### src/rtl/fl_pkg.sv
package fl_pkg;
  typedef enum logic [2:0] {
    FL_OFF      = 3'd0,
    FL_MANUAL   = 3'd1,
    FL_PIN_LOW  = 3'd2,
    FL_PIN_HIGH = 3'd3,
    FL_TIMED    = 3'd4
  } fl_mode_e;

  localparam int unsigned FL_STATIC_CODES = 4;
endpackage

### src/rtl/fl_decode.sv
module fl_decode
  import fl_pkg::*;
#(
  parameter int unsigned WORD_W = 12
) (
  input  logic [WORD_W-1:0] word_i,
  output fl_mode_e          mode_o,
  output logic              timed_o
);
  localparam logic [WORD_W-1:0] STATIC_LIMIT = WORD_W'(FL_STATIC_CODES);

  always_comb begin
    timed_o = (word_i >= STATIC_LIMIT);
    if (timed_o) begin
      mode_o = FL_TIMED;
    end else begin
      unique case (word_i[1:0])
        2'd0:    mode_o = FL_OFF;
        2'd1:    mode_o = FL_MANUAL;
        2'd2:    mode_o = FL_PIN_LOW;
        default: mode_o = FL_PIN_HIGH;
      endcase
    end
  end
endmodule

### src/rtl/fl_timer.sv
module fl_timer #(
  parameter int unsigned CNT_W = 12
) (
  input  logic             clk,
  input  logic             rst_n,
  input  logic             load_i,
  input  logic [CNT_W-1:0] load_val_i,
  input  logic             timed_i,
  input  logic             tick_i,
  input  logic             hold_i,
  output logic             active_o,
  output logic             expire_o
);
  localparam logic [CNT_W-1:0] ONE = CNT_W'(1);

  logic [CNT_W-1:0] cnt_q;
  logic             active_q;
  logic             count_en;

  assign count_en = active_q & tick_i & ~hold_i & ~load_i;
  assign expire_o = count_en & (cnt_q == ONE);
  assign active_o = active_q;

  always_ff @(posedge clk or negedge rst_n) begin
    if (!rst_n) begin
      cnt_q    <= '0;
      active_q <= 1'b0;
    end else if (load_i) begin
      cnt_q    <= load_val_i;
      active_q <= timed_i;
    end else if (count_en) begin
      cnt_q    <= cnt_q - ONE;
      active_q <= (cnt_q != ONE);
    end
  end

  // the count is frozen while power-down holds it and no strobe arrives
  a_r10_freeze: assert property (@(posedge clk) disable iff (!rst_n)
    (hold_i && !load_i) |=> $stable(cnt_q));
  // a strobe reloads the count from the new word
  a_r9_reload: assert property (@(posedge clk) disable iff (!rst_n)
    load_i |=> (cnt_q == $past(load_val_i)));
  // the last counted event ends the countdown
  a_r7_expire: assert property (@(posedge clk) disable iff (!rst_n)
    expire_o |=> !active_q);
  // a pending countdown never sits at zero
  a_r11_nonzero: assert property (@(posedge clk) disable iff (!rst_n)
    active_q |-> (cnt_q != '0));
endmodule

### src/rtl/fl_drive.sv
module fl_drive
  import fl_pkg::*;
(
  input  fl_mode_e mode_i,
  input  logic     cp_hi_i,
  input  logic     pwr_dn_i,
  output logic     drv_o,
  output logic     oe_o,
  output logic     x4_o
);
  always_comb begin
    drv_o = 1'b0;
    oe_o  = 1'b0;
    x4_o  = cp_hi_i;
    if (pwr_dn_i) begin
      x4_o = 1'b0;
    end else begin
      unique case (mode_i)
        FL_MANUAL, FL_TIMED: begin
          oe_o = 1'b1;
          x4_o = 1'b1;
        end
        FL_PIN_LOW: oe_o = 1'b1;
        FL_PIN_HIGH: begin
          oe_o  = 1'b1;
          drv_o = 1'b1;
        end
        default: ;
      endcase
    end
  end
endmodule

### src/rtl/fl_timeout_ctrl.sv
module fl_timeout_ctrl
  import fl_pkg::*;
#(
  parameter int unsigned WORD_W = 12
) (
  input  logic              clk,
  input  logic              rst_n,
  input  logic              tmo_load_i,
  input  logic [WORD_W-1:0] tmo_word_i,
  input  logic              cp_hi_i,
  input  logic              ref_evt_i,
  input  logic              pwr_dn_i,
  output logic              fl_drv_o,
  output logic              fl_oe_o,
  output logic              cp_x4_o,
  output logic              tmo_busy_o
);
  fl_mode_e dec_mode;
  logic     dec_timed;
  fl_mode_e mode_q;
  logic     tmr_active;
  logic     tmr_expire;

  fl_decode #(.WORD_W(WORD_W)) u_decode (
    .word_i  (tmo_word_i),
    .mode_o  (dec_mode),
    .timed_o (dec_timed)
  );

  fl_timer #(.CNT_W(WORD_W)) u_timer (
    .clk        (clk),
    .rst_n      (rst_n),
    .load_i     (tmo_load_i),
    .load_val_i (tmo_word_i),
    .timed_i    (dec_timed),
    .tick_i     (ref_evt_i),
    .hold_i     (pwr_dn_i),
    .active_o   (tmr_active),
    .expire_o   (tmr_expire)
  );

  always_ff @(posedge clk or negedge rst_n) begin
    if (!rst_n) begin
      mode_q <= FL_OFF;
    end else if (tmo_load_i) begin
      mode_q <= dec_mode;
    end else if (tmr_expire) begin
      mode_q <= FL_OFF;
    end
  end

  fl_drive u_drive (
    .mode_i   (mode_q),
    .cp_hi_i  (cp_hi_i),
    .pwr_dn_i (pwr_dn_i),
    .drv_o    (fl_drv_o),
    .oe_o     (fl_oe_o),
    .x4_o     (cp_x4_o)
  );

  assign tmo_busy_o = tmr_active;

  // a pending countdown outside power-down pulls the pin low at 4x
  a_r6_timed_drive: assert property (@(posedge clk) disable iff (!rst_n)
    (tmo_busy_o && !pwr_dn_i) |-> (fl_oe_o && !fl_drv_o && cp_x4_o));
  // power-down releases the pin and selects 1x
  a_r10_pd_safe: assert property (@(posedge clk) disable iff (!rst_n)
    pwr_dn_i |-> (!fl_oe_o && !fl_drv_o && !cp_x4_o));
  // the timer and the registered mode agree on timed operation
  a_r11_busy_mode: assert property (@(posedge clk) disable iff (!rst_n)
    tmo_busy_o == (mode_q == FL_TIMED));
  // manual fastlock survives reference events
  a_r3_manual_hold: assert property (@(posedge clk) disable iff (!rst_n)
    (mode_q == FL_MANUAL && !tmo_load_i) |=> (mode_q == FL_MANUAL));
  // with the pin released, the drive level is low
  a_r2_released_low: assert property (@(posedge clk) disable iff (!rst_n)
    !fl_oe_o |-> !fl_drv_o);
endmodule

### config.mk
export PLATFORM = sky130hd
export DESIGN_NAME = fl_timeout_ctrl
export DESIGN_NICKNAME = d
export VERILOG_FILES = /design/src/rtl/fl_pkg.sv /design/src/rtl/fl_decode.sv /design/src/rtl/fl_timer.sv /design/src/rtl/fl_drive.sv /design/src/rtl/fl_timeout_ctrl.sv
export SDC_FILE = /design/constraint.sdc
export NUM_CORES = 1
export LEC_CHECK = 0
export CORE_MARGIN = 2
export CORE_UTILIZATION = 45
export DETAILED_ROUTE_END_ITERATION = 10
export PLACE_DENSITY = 0.73
export REMOVE_ABC_BUFFERS = 1
export SYNTH_ARGS = -nofsm -noshare
export SYNTH_HDL_FRONTEND = slang
export SYNTH_SLANG_ARGS = --single-unit
### constraint.sdc
create_clock -name clk -period 1.9 [get_ports clk]
set_input_delay 0.19 -clock clk [delete_from_list [all_inputs] [get_ports clk]]
set_output_delay 0.19 -clock clk [all_outputs]
set_load 0.01 [all_outputs]
---- Word-level counts from Yosys, hierarchy flattened ----
Cells that the tools add are included.
word-level totals
  register bits ........................... 16
  input bits .............................. 18
  output and inout port bits .............. 4
  word-level logic and storage cells ...... 38
cells by class
  $add $sub $neg .......................... 1
  $lt $le $gt $ge ......................... 1
  eq/ne operators ......................... 8
  muxes and demuxes ....................... 14
  bitwise operators ....................... 6
  reductions and logical operators ........ 5
operators by type and width
  kind                   count
  $mux 12                2
  $eq 12x1->1 const B    1
  $ge 12x3->1 const B    1
  $ne 12x1->1 const B    1
  $sub 12x1->12 const B  1
  $mux 3                 3
  $mux 1                 8
  $eq 3x2->1 const B     2
  $pmux 2 s3             1
  $and 1x1->1            4
  $reduce_bool 2->1      2
  $reduce_or 4->1        1
  $eq 3x1->1 const B     1
  $eq 3x3->1 const B     1
  $eq 2x1->1 const B     1
  $eq 2x2->1 const B     1
  $logic_not 2->1        1
  $not 1->1              2
  $reduce_or 2->1        1

---- Longest topological paths before layout ----
  depth in word-level cells ............... 6
  gate-level depth with buffers ........... 6
  gate-level depth less buffers ........... 6

---- Hierarchy ----
A second synthesis with hierarchy kept.
second synthesis, totals
  cell total of the unflattened synthesis .. 117
  area total of the unflattened synthesis .. 1084.8 um2
by module, submodules not included
  module           times used  cells an instance  area each (um2)  sequential area each (um2)
  fl_timer         1           94                 860.8            325.3
  fl_timeout_ctrl  1           7                  107.6            75.1
  fl_decode        1           9                  58.8             0.0
  fl_drive         1           7                  57.6             0.0

---- Least setup slack after synthesis ----
Ideal clock, no wire load.
  kind .................................... reg2reg
  from .................................... register u_timer.cnt_q[6]
  to ...................................... register mode_q[1]
  arrival time ............................ 1585 ps
  data required time ...................... 1775 ps
  slack ................................... 189 ps
  stages on the path, launching flop included .. 5
  clock period less this slack ............ 1711 ps
  path through ............................ dfrtp_1 -> or4_4 -> nor4_4 -> a41oi_2 -> a2bb2o_1
on the way
  word-level cells in the longest chain between the ends .. 3
ends and longest elaborated chain
  element                             line                   text
  from (decl)                         fl_timer.sv:16         logic [CNT_W-1:0] cnt_q;
  from (signal assigned)              fl_timer.sv:29         cnt_q <= load_val_i;
  from (signal assigned)              fl_timer.sv:32         cnt_q <= cnt_q - ONE;
  $eq 12x1->1                         fl_timer.sv:21         assign expire_o = count_en & (cnt_q == ONE);
  $and 1x1->1                         fl_timer.sv:21
  $reduce_bool 2->1 (no source line)  -
  to (signal assigned)                fl_timeout_ctrl.sv:46  mode_q <= dec_mode;
  to (decl)                           fl_timeout_ctrl.sv:20  fl_mode_e mode_q;
Every way passes these cells.
A chain may end at the register's enable or synchronous reset.

---- Final worst setup path ----
Same ends and word-level chain as after synthesis.

==> run summary <==
The repair_antennas step left the layout with diodes totalling 0. The buffers inserted during post-CTS setup optimization is 0. The slowest library cell on the worst path is or4_4. The remaining global-route overflow came out at 0. TritonCTS built the clock tree. The data arrival time of the worst path came out at 2000 ps. The count of final max-slew check failures is 0. The clock latency at the later pin of the worst-skew pair came out at 290 ps.

The summed negative setup slack over all endpoints is 0 ps. The synthesized area per cell came out at 9.38 sq um. The internal portion of total power is 582 uW. The worst register-to-register path begins at u_timer.cnt_q[6]$_DFFE_PN0P_.

Of the post-synthesis cell area, the dominant cell type holds 0.423. The count of different cell masters after synthesis is 28. The critical path in this run is classified as register to register. The cell total after placement came out at 150. The number of placement rows came out at 16. The count of cells along the worst register-to-register path came out at 4. The type of element capturing the critical path is a register. The number of clock buffers inserted by TritonCTS is 3. The signal on the critical path passes through or4_4 > nor4_4 > a41oi_2 > a2bb2o_1. The maximum frequency from static timing analysis came out at 550 MHz.

Dividing the detail-routed wire length by the instance count gives 13.6 um. For this run, the detailed router's first-pass iteration total came to 4. The count of nets left with antenna violations after detail routing is 0. The power density of the placed cells is 647 nW/um^2. The initial utilization of the core area, before any placement, comes to 0.478. After layout, the minimum clock period comes to 1820 ps.

The number of global-route vias before repair is 828. The count of routing violations after the opening detailed-route iteration is 6. The floorplan step set the die width to 49.9 um. The final layout net count came out at 148. The cell taking the most area after synthesis is dfrtp_1. The synthesis warning total came out at 0. The tree is rooted in a clkbuf_4. The initial antenna violation count is 0.

The full die area is 2490 sq um. The slew at the pin with the worst max-slew slack came out at 528 ps. The number of buffers inserted by port buffering came out at 21. Ranked by total cell area, the synthesized netlist is headed by dfrtp_1 (42%), nand2_1 (5.5%), xnor2_1 (5.5%). The filler cells instantiated in the layout total 167. The kind of cell adding the most delay to the critical path is simple AND/OR/NAND/NOR gates.

The final worst-path cycle share is 0.956. The floorplan core area came out at 1980 sq um. The combinational power share came out at 0.210. The total DRC errors in the routed layout is 0. The worst setup path is launched from a register. The run finished with clean final reports.

For the worst setup path, the data required time is 2080 ps. For this run, the slowest stage of the critical path takes 560 ps. Of the synthesized area, sequential elements account for 0.423. The count of mapped cells out of synthesis came out at 101.

The global-route wire length before repair is 3620 um. The number of register bits inferred by synthesis came out at 16. The non-filler instance count after layout came out at 154.

The tightest min-delay check is of the primary input to async pin type. Dividing the detail-routed via count by the number of cells gives 5.35. The highest fanout seen on the critical path is 4. The net switching fraction of the power came out at 0.284. Entering global routing, the biggest net connects 17 pins.

The design draws 812 uW. The final-report setup violation count came out at 0. The via count is 824. The final number of hold-violating endpoints came out at 0. The multi-input combinational cells in the finished layout cover a total of 522 sq um. Across the run, the number of max-cap violations was 0. The tree built by TritonCTS fans out to 16 sinks.

The tightest hold margin is 208 ps. The setup slack after layout is 83.1 ps. The post-placement setup slack came out at 110 ps.

The cell area after synthesis came out at 947 sq um. In this run the vertical extent of the chip is 49.9 um. Setup repair after global routing left no endpoint under its margin.

The share of total power dissipated in sequential elements is 0.503. The half-perimeter wire length of the detailed placement result came out at 1620 um. The last weighted congestion value of the routability-driven placer came out at 0.781. The reported leakage power came out at 0.000505 uW. The clock skew came out at 5.81 ps. The global-route usage over all layers is 0.191. Clock-pin slew was measured on the worst setup and hold paths at 100 ps. Counting both buffers and inverters, the worst setup path holds a total of 0. The wire length after detailed routing came out at 2100 um.

The maximum number of buffers from clock root to sink came out at 2. The count of boundary I/O pins came out at 22. Across the whole layout, storage elements account for 402 sq um.

The level count of the clock H-tree came out at 1. The end of the worst register-to-register path is mode_q[1]$_DFFE_PN0P_. The share of power burned in the clock network is 0.287.

The area growth from synthesis to layout is 32.5%. Headroom to the max-slew limit came out at 0.647. The share of layout cells above drive strength 1 is 0.150. The worst reg-to-reg setup slack came out at 80 ps.

The worst supply voltage drop on vdd came out at 0.379 mV. The switching power summed over all nets is 231 uW.
## metrics by stage
stage / utilization / area, sq um
after detailed placement: 0.612 / 1210
final: 0.633 / 1250
after floorplan: - / 932
after global routing: 0.633 / 1250
after CTS: 0.631 / 1250
after global placement: 0.612 / 1210
## state kept, by name (all words and copies together) (netlist names)
signal,flops
mode_q,3
u_timer.active_o,1
u_timer.cnt_q,12
## final cells by class
| class | instances | area share |
|---|---|---|
| Clock buffer | 4 | 0.0289 |
| Inverter | 3 | 0.00897 |
| Multi-Input combinational cell | 78 | 0.416 |
| Sequential cell | 16 | 0.320 |
| Tap cell | 27 | 0.0269 |
| Timing Repair Buffer | 26 | 0.199 |
## power by group through the flow
stage               registers, uW  clock network (uW)  logic (uW)
floorplan                     406                   0        85.7
global placement              413                   0         168
detailed placement            413                   0         173
CTS                           407                 235         173
global route                  413                 251         193
finish                        408                 233         171
## layer usage
layer  up-vias  wire length (um)  global-route usage
li1        408                 -                   -
met1       394               961               0.237
met2        18              1040               0.333
met3         4                71              0.0303
met4         0                23              0.0694
met5         -                 0                   0
## how the worst max path moves through the flow
stage	cells past startpoint	to	startpoint
2_1_floorplan	4	mode_q[1]$_DFFE_PN0P_	u_timer.cnt_q[6]$_DFFE_PN0P_
3_3_place_gp	4	mode_q[1]$_DFFE_PN0P_	u_timer.cnt_q[6]$_DFFE_PN0P_
3_5_place_dp	4	mode_q[0]$_DFFE_PN0P_	u_timer.cnt_q[6]$_DFFE_PN0P_
4_1_cts	5	cp_x4_o	mode_q[2]$_DFFE_PN0P_
5_1_grt	4	mode_q[1]$_DFFE_PN0P_	u_timer.cnt_q[6]$_DFFE_PN0P_
6_report	4	mode_q[1]$_DFFE_PN0P_	u_timer.cnt_q[6]$_DFFE_PN0P_
## synthesized netlist by cell type
master / number
nand3b_1: 1
a211o_2: 1
nor3b_1: 1
o21ai_0: 7
dfrtp_1: 16
ha_1: 2
a41oi_2: 1
a22o_1: 2
a2bb2o_1: 2
nor4_1: 3
or4_4: 2
nor4_2: 1
nand4_1: 1
and3b_1: 1
inv_1: 3
o21ai_1: 3
mux2_2: 1
clkbuf_1: 4
nand3_1: 5
a21oi_1: 1
o41a_1: 1
xnor2_1: 6
nor2_1: 12
nor4_4: 1
nor4b_2: 1
xor2_1: 5
nor3_1: 3
nand2_1: 14
## logic make-up after synthesis
logic type	after synthesis	share of synthesized area
DFF	16	0.423
AOI/OAI and AO/OA	18	0.137
xor gates and xnor gates	11	0.102
adders and majority gates	2	0.0264
muxes	1	0.0119
buffers and inverters	7	0.0277
and+or+nand+nor	46	0.272
## timing repair
action / 4_1_cts / 5_1_grt
endpoints found under the hold margin: 0 / 0
setup endpoints to repair: 0 / 2
gates resized for setup: 0 / 3
hold buffers: 0 / 0
## cell usage in the layout (no fill, tap or decap)
master / Yosys / routed
or4_4: 2 / 2
a2bb2o_1: 2 / 1
nor4_4: 1 / 1
nand4_1: 1 / 1
clkbuf_4: 0 / 3
and3b_1: 1 / 1
clkdlybuf4s50_1: 0 / 20
a22o_1: 2 / 2
nor4_2: 1 / 1
o41a_1: 1 / 1
nor3b_1: 1 / 1
nor3_1: 3 / 3
a21oi_1: 1 / 1
a41oi_2: 1 / 1
nor4b_2: 1 / 1
a211o_2: 1 / 1
xor2_1: 5 / 5
o21ai_0: 7 / 7
nor4_1: 3 / 3
ha_1: 2 / 2
mux2_2: 1 / 1
dfrtp_1: 16 / 15
nor2_1: 12 / 12
xnor2_1: 6 / 6
nand3_1: 5 / 5
nand2_1: 14 / 14
inv_1: 3 / 3
o21ai_1: 3 / 3
dlymetal6s2s_1: 0 / 1
clkbuf_8: 0 / 1
dfrtp_2: 0 / 1
buf_4: 0 / 5
nand3b_1: 1 / 1
a2bb2o_2: 0 / 1
No activity file was read; power rests on OpenSTA's default activity.
